[src/rtl/sbsram_pkg.sv]
package sbsram_pkg;

  // Low two address bits of a burst beat.
  function automatic logic [1:0] beat_lo(input logic [1:0] base_lo,
                                         input logic [1:0] beat,
                                         input logic       interleave);
    logic [1:0] r;
    if (interleave) r = base_lo ^ beat;
    else            r = base_lo + beat;
    return r;
  endfunction

  function automatic int lane_width(input int data_w);
    return (data_w == 32) ? 8 : 9;
  endfunction

endpackage

[src/rtl/sbsram_burst.sv]
module sbsram_burst #(
  parameter int ADDR_W = 6
) (
  input  logic              clk,
  input  logic              rst,
  input  logic              en,
  input  logic              start,
  input  logic              adv,
  input  logic              order,
  input  logic [ADDR_W-1:0] addr_in,
  output logic [ADDR_W-1:0] addr_out,
  output logic              access
);
  import sbsram_pkg::*;

  logic [ADDR_W-1:0] base_q;
  logic [1:0]        beat_q;
  logic [1:0]        beat_nxt;
  logic              load;
  logic              step;

  assign load     = en && start;
  assign step     = en && !start && adv;
  assign beat_nxt = beat_q + 2'd1;
  assign access   = load || step;

  always_comb begin
    if (load) addr_out = addr_in;
    else      addr_out = {base_q[ADDR_W-1:2], beat_lo(base_q[1:0], beat_nxt, order)};
  end

  always_ff @(posedge clk) begin
    if (rst) begin
      base_q <= '0;
      beat_q <= '0;
    end else if (load) begin
      base_q <= addr_in;
      beat_q <= '0;
    end else if (step) begin
      beat_q <= beat_nxt;
    end
  end

  AST_UPPER_FIXED: assert property (@(posedge clk) disable iff (rst)
    (step && $past(access)) |-> addr_out[ADDR_W-1:2] == $past(addr_out[ADDR_W-1:2]));
  AST_FIFTH_WRAPS: assert property (@(posedge clk) disable iff (rst)
    (step && beat_q == 2'd3) |-> addr_out[1:0] == base_q[1:0]);

endmodule

[src/rtl/sbsram_wctl.sv]
module sbsram_wctl #(
  parameter int LANES = 4
) (
  input  logic             clk,
  input  logic             rst,
  input  logic             access,
  input  logic             wr_all_n,
  input  logic             byte_wr_n,
  input  logic [LANES-1:0] sel_n,
  output logic [LANES-1:0] lane_we,
  output logic             rd
);

  always_comb begin
    lane_we = '0;
    if (access) begin
      if (!wr_all_n)       lane_we = '1;
      else if (!byte_wr_n) lane_we = ~sel_n;
    end
  end

  assign rd = access && wr_all_n && byte_wr_n;

  AST_GLOBAL_ALL: assert property (@(posedge clk) disable iff (rst)
    (access && !wr_all_n) |-> (&lane_we));
  AST_READ_NO_WE: assert property (@(posedge clk) disable iff (rst)
    rd |-> (lane_we == '0));
  AST_BYTE_SUBSET: assert property (@(posedge clk) disable iff (rst)
    (access && wr_all_n && !byte_wr_n) |-> ((lane_we & sel_n) == '0));

endmodule

[src/rtl/sbsram_lane_ram.sv]
module sbsram_lane_ram #(
  parameter int LANE_W = 9,
  parameter int ADDR_W = 6
) (
  input  logic              clk,
  input  logic              rst,
  input  logic              we,
  input  logic              rd,
  input  logic [ADDR_W-1:0] addr,
  input  logic [LANE_W-1:0] wdata,
  output logic [LANE_W-1:0] rdata
);
  localparam int DEPTH = 1 << ADDR_W;

  logic [LANE_W-1:0] mem [DEPTH];

  always_ff @(posedge clk) begin
    if (we) mem[addr] <= wdata;
  end

  always_ff @(posedge clk) begin
    if (rst)     rdata <= '0;
    else if (rd) rdata <= mem[addr];
  end

endmodule

[src/rtl/sbsram_core.sv]
module sbsram_core #(
  parameter int DATA_W = 36,
  parameter int ADDR_W = 6,
  parameter int LANE_W = sbsram_pkg::lane_width(DATA_W),
  parameter int LANES  = DATA_W / LANE_W
) (
  input  logic              clk,
  input  logic              rst,
  input  logic              sleep_i,
  input  logic              order_i,
  input  logic              start_i,
  input  logic              adv_i,
  input  logic [ADDR_W-1:0] addr_i,
  input  logic              wr_all_n,
  input  logic              byte_wr_n,
  input  logic [LANES-1:0]  byte_sel_n,
  input  logic [DATA_W-1:0] din,
  output logic [DATA_W-1:0] dout,
  output logic              dout_oe
);

  logic              en;
  logic              access;
  logic [ADDR_W-1:0] acc_addr;
  logic [LANES-1:0]  lane_we;
  logic              rd;

  assign en = !sleep_i && !rst;

  sbsram_burst #(.ADDR_W(ADDR_W)) u_burst (
    .clk(clk), .rst(rst), .en(en), .start(start_i), .adv(adv_i),
    .order(order_i), .addr_in(addr_i), .addr_out(acc_addr), .access(access)
  );

  sbsram_wctl #(.LANES(LANES)) u_wctl (
    .clk(clk), .rst(rst), .access(access), .wr_all_n(wr_all_n),
    .byte_wr_n(byte_wr_n), .sel_n(byte_sel_n), .lane_we(lane_we), .rd(rd)
  );

  for (genvar g = 0; g < LANES; g++) begin : g_lane
    sbsram_lane_ram #(.LANE_W(LANE_W), .ADDR_W(ADDR_W)) u_ram (
      .clk(clk), .rst(rst), .we(lane_we[g]), .rd(rd), .addr(acc_addr),
      .wdata(din[g*LANE_W +: LANE_W]), .rdata(dout[g*LANE_W +: LANE_W])
    );
  end

  always_ff @(posedge clk) begin
    if (rst) dout_oe <= 1'b0;
    else     dout_oe <= rd;
  end

  AST_WRITE_NO_DRIVE: assert property (@(posedge clk) disable iff (rst)
    (|lane_we) |=> !dout_oe);
  AST_SLEEP_NO_DRIVE: assert property (@(posedge clk) disable iff (rst)
    sleep_i |=> !dout_oe);
  AST_IDLE_NO_DRIVE: assert property (@(posedge clk) disable iff (rst)
    (!start_i && !adv_i) |=> !dout_oe);

endmodule

[config.mk]
export PLATFORM = sky130hd
export DESIGN_NAME = sbsram_core
export DESIGN_NICKNAME = d
export VERILOG_FILES = /design/src/rtl/sbsram_pkg.sv /design/src/rtl/sbsram_burst.sv /design/src/rtl/sbsram_wctl.sv /design/src/rtl/sbsram_lane_ram.sv /design/src/rtl/sbsram_core.sv
export SDC_FILE = /design/constraint.sdc
export NUM_CORES = 2
export LEC_CHECK = 0
export BUFFER_PORTS_ARGS = -buffer_cell sky130_fd_sc_hd__buf_2
export CAP_MARGIN = 20
export CORE_MARGIN = 1.5
export CORE_UTILIZATION = 35
export CTS_CLUSTER_DIAMETER = 40
export DETAILED_ROUTE_END_ITERATION = 16
export HOLD_SLACK_MARGIN = 0.03
export PLACE_DENSITY_LB_ADDON = 0.12
export SLEW_MARGIN = 20
export SYNTH_ARGS = -nofsm -noshare
export SYNTH_HDL_FRONTEND = slang
export SYNTH_SLANG_ARGS = --single-unit
[constraint.sdc]
create_clock -name clk -period 8.3 [get_ports clk]
set_input_delay 0.415 -clock clk [delete_from_list [all_inputs] [get_ports clk]]
set_output_delay 0.415 -clock clk [all_outputs]
set_load 0.03 [all_outputs]
==> impl_results.md <==
* Outcome: completed
* Number of I/O port buffers at 90
* Overflow after GRT at 0
* TritonCTS Buffers at 400
* Tmin final at 5.57 ns
* Seq/Total Area, Yosys at 76.8%
* Setup violators final at 0
* Hold WC Path Type: in -> reg
* Critical Path RT at 9.09 ns
* TNS Setup at 0 ns
* Sw power at 7.24 mW
* Pre-antenna DRT Iters at 5
* CP bufs+invs at 2
* Most frequent cells after synthesis: edfxtp_1 (2304), mux2i_1 (844), nand2_1 (547)
* Mapped Area at 91200 sq um
* IO Pins at 91
* RePlAce Congestion at 0.819
* Post-route clock period utilization at 67.2%
* Area Growth Syn to Fin at 20.1%
* Residual DRC at 0
* Initial DRC count at 5551
* Routed wire length per instance at 32.7 um
* CTS Root Buffer Type: clkbuf_16
* Kind of critical path: reg -> reg
* Distinct cells, synth at 81
* Flop pwr share at 41.3%
* P_leak at 35.8 nW
* Crit Path Max Fanout at 23
* Synth area leader: edfxtp_1
* Final hold viol count at 0
* Max cap viols at 0
* Syn Area/Cell at 16.5 sq um
* Post-Synthesis Cells at 5528
* Largest net degree at the start of global routing at 133
* CTS H-tree lvls at 5
* Most common cell in the netlist: edfxtp_1
* Post-DRT Antenna Nets at 0
* Die X at 514 um
* Net count after synthesis at 5583
* CORE AREA at 259000 sq um
* Slew margin rel. at 20.5%
* Number of global-route vias before repair at 52200
* Ys async rst share at 0%
* Post-synth top area share at 75.8%
* Top achievable clock speed at 0.179 GHz
* Seq cells post-synth at 2349
* Finished Core Util at 42.2%
* Layout cells sized above 1 at 17.2%
* Ys Warns at 0
* Clk slew on worst S/H paths at 0.05 ns
* Max-slew violations at 0
* Die Area at 264000 sq um
* HP Start: din[17]
* Clk pwr share at 52.9%
* Layout Cells excl Fill at 9617
* P_int at 24.4 mW
* Fin Clk Skew at 0.0789 ns
* Initial antenna violation count at 25
* Critical Path Start: u_burst.beat_q[0]
* Top Family by Delay on Critical Path: compound AO/OA/AOI/OAI gates
* Crit-path slowest cell: a2111oi_1
* Top FF cell, synth: edfxtp_1
* CTS tree: built
* Seq. cell area at 70100 sq um
* Initial Utilization at 35.2%
* Crit path arrival time at 6.36 ns
* RR Startpoint: u_burst.beat_q[0]
* Detailed-route vias per instance at 5.55
* Worst slew pin tran at 1.19 ns
* GRT Total Usage at 23.5%
* EDFF count, synth at 2304
* Pwr/cell area at 289 nW/um^2
* Fillcell total at 23200
* Die Height at 514 um
* CP cell instances: inv_2 > ha_1 > nor2b_4 > xnor3_1 > a21o_2 > nand2_2 > buf_4 > o22ai_1 > or4_1 > a2111oi_1 > a21oi_1
* Largest cells by area after synthesis: edfxtp_1 (76%), mux2i_1 (9.3%), o22ai_1 (2.3%)
* Switching Share at 22.9%
* Multi-input gate area at 19500 sq um
* Startpoint Class: flip-flop
* RSZ-0062 raised after global routing: no
* Site Rows at 187
* Via count at 53400
* Comb power frac at 5.8%
* Post-Place Cells at 8873
* Detailed placement HPWL at 193000 um
* Skew-Pair Late Insertion Delay at 0.99 ns
* Peak supply drop at 233 uV
* Crit-path max cell delay at 0.94 ns
* Total clock sinks at 2349
* CP Capture Type: flip-flop
* Fin nets at 5942
* Maximum buffer depth of the clock tree at 4
* Global-route wire length before repair at 432000 um
* Final WL at 314000 um
[state kept, by name (all words and copies together) (netlist names)]
name / cells
g_lane.u_ram.rdata: 36
dout_oe: 1
u_burst.base_q: 6
g_lane.u_ram.mem: 2304
u_burst.beat_q: 2
[metrics by stage]
step	area, sq um	worst slack (ns)	hold WS, ns	power [mW]
after floorplan	91200	4.99	0.446	14.3
after global placement	95700	2.44	0.461	15.1
after detailed placement	95800	2.38	0.492	15.1
after CTS	109000	2.67	0.0624	31.8
after global routing	110000	2.67	0.0958	32.4
final	110000	2.73	0.109	31.7
[power groups by stage]
stage	Sequential [mW]	Clock [mW]	Combinational (mW)
2_1_floorplan	13.3	0	1.02
3_3_place_gp	13.3	0	1.81
3_5_place_dp	13.3	0	1.82
4_1_cts	13.1	16.9	1.82
5_1_grt	13.1	17.5	1.90
6_report	13.1	16.7	1.82
[cells in the final DEF, fill, tap and decap left out, types with 69 or more instances in the layout]
master / n
nand2_1: 529
a21oi_1: 272
nor2_1: 250
mux2i_1: 844
buf_2: 90
o22ai_1: 341
edfxtp_1: 2304
or4_1: 69
buf_4: 182
clkbuf_16: 403
[worst reg2reg max path, stage by stage, from the launching register on]
cell and delay (ns):
dfxtp_1 0.59, inv_2 0.08, ha_1 0.21, nor2b_4 0.13, xnor3_1 0.62, a21o_2 0.53, nand2_2 0.84, buf_4 0.50
o22ai_1 0.21, or4_1 0.56, a2111oi_1 0.94, a21oi_1 0.17
[logic make-up (layout without fill, tap and decap cells)]
logic type | count (synthesis) | after routing | synth area share [%]
AO/OA/AOI/OAI | 924 | 924 | 6.59
XOR/XNOR | 3 | 3 | 0.0590
adder cells (fa/ha/maj) | 1 | 1 | 0.0137
buffers and inverters | 338 | 1018 | 2.10
flip-flops | 2349 | 2349 | 76.8
multiplexers | 849 | 849 | 9.32
other | 0 | 7 | 0
AND/OR/NAND/NOR | 1064 | 1064 | 5.08
[cell type report]
type | count | area share (%)
antenna | 7 | 0.0160
clock buffer | 435 | 9.33
clock inverter | 288 | 3.11
sequential | 2349 | 63.9
timing repair buffer | 289 | 1.88
multi-input combinational | 2841 | 17.8
inverter | 6 | 0.0217
tap | 3402 | 3.88
[per-layer routing]
metal | share of wire (%) | GRT usage [%]
met1 | 45 | 33.5
met2 | 47 | 37.1
met3 | 6.3 | 3.89
met4 | 2.3 | 6.31
met5 | 0.027 | 0
[path summary, 6_finish.rpt]
check	slack, ns	to	cells after the start
setup / recovery	2.73	g_lane[3].u_ram.rdata[3]	11
hold / removal	0.11	g_lane[1].u_ram.mem[43][8]	2
hold reg to reg	0.52	u_burst.base_q[1]	2
setup reg to reg	2.73	g_lane[3].u_ram.rdata[3]	11
[what timing repair did]
item / 4_1_cts / 5_1_grt
buffers inserted: 0 / 0
resized for setup: 0 / 0
hold buffers: 9 / 0
endpoints found under the hold margin: 6 / 0
(Power assumes the default switching activity.)
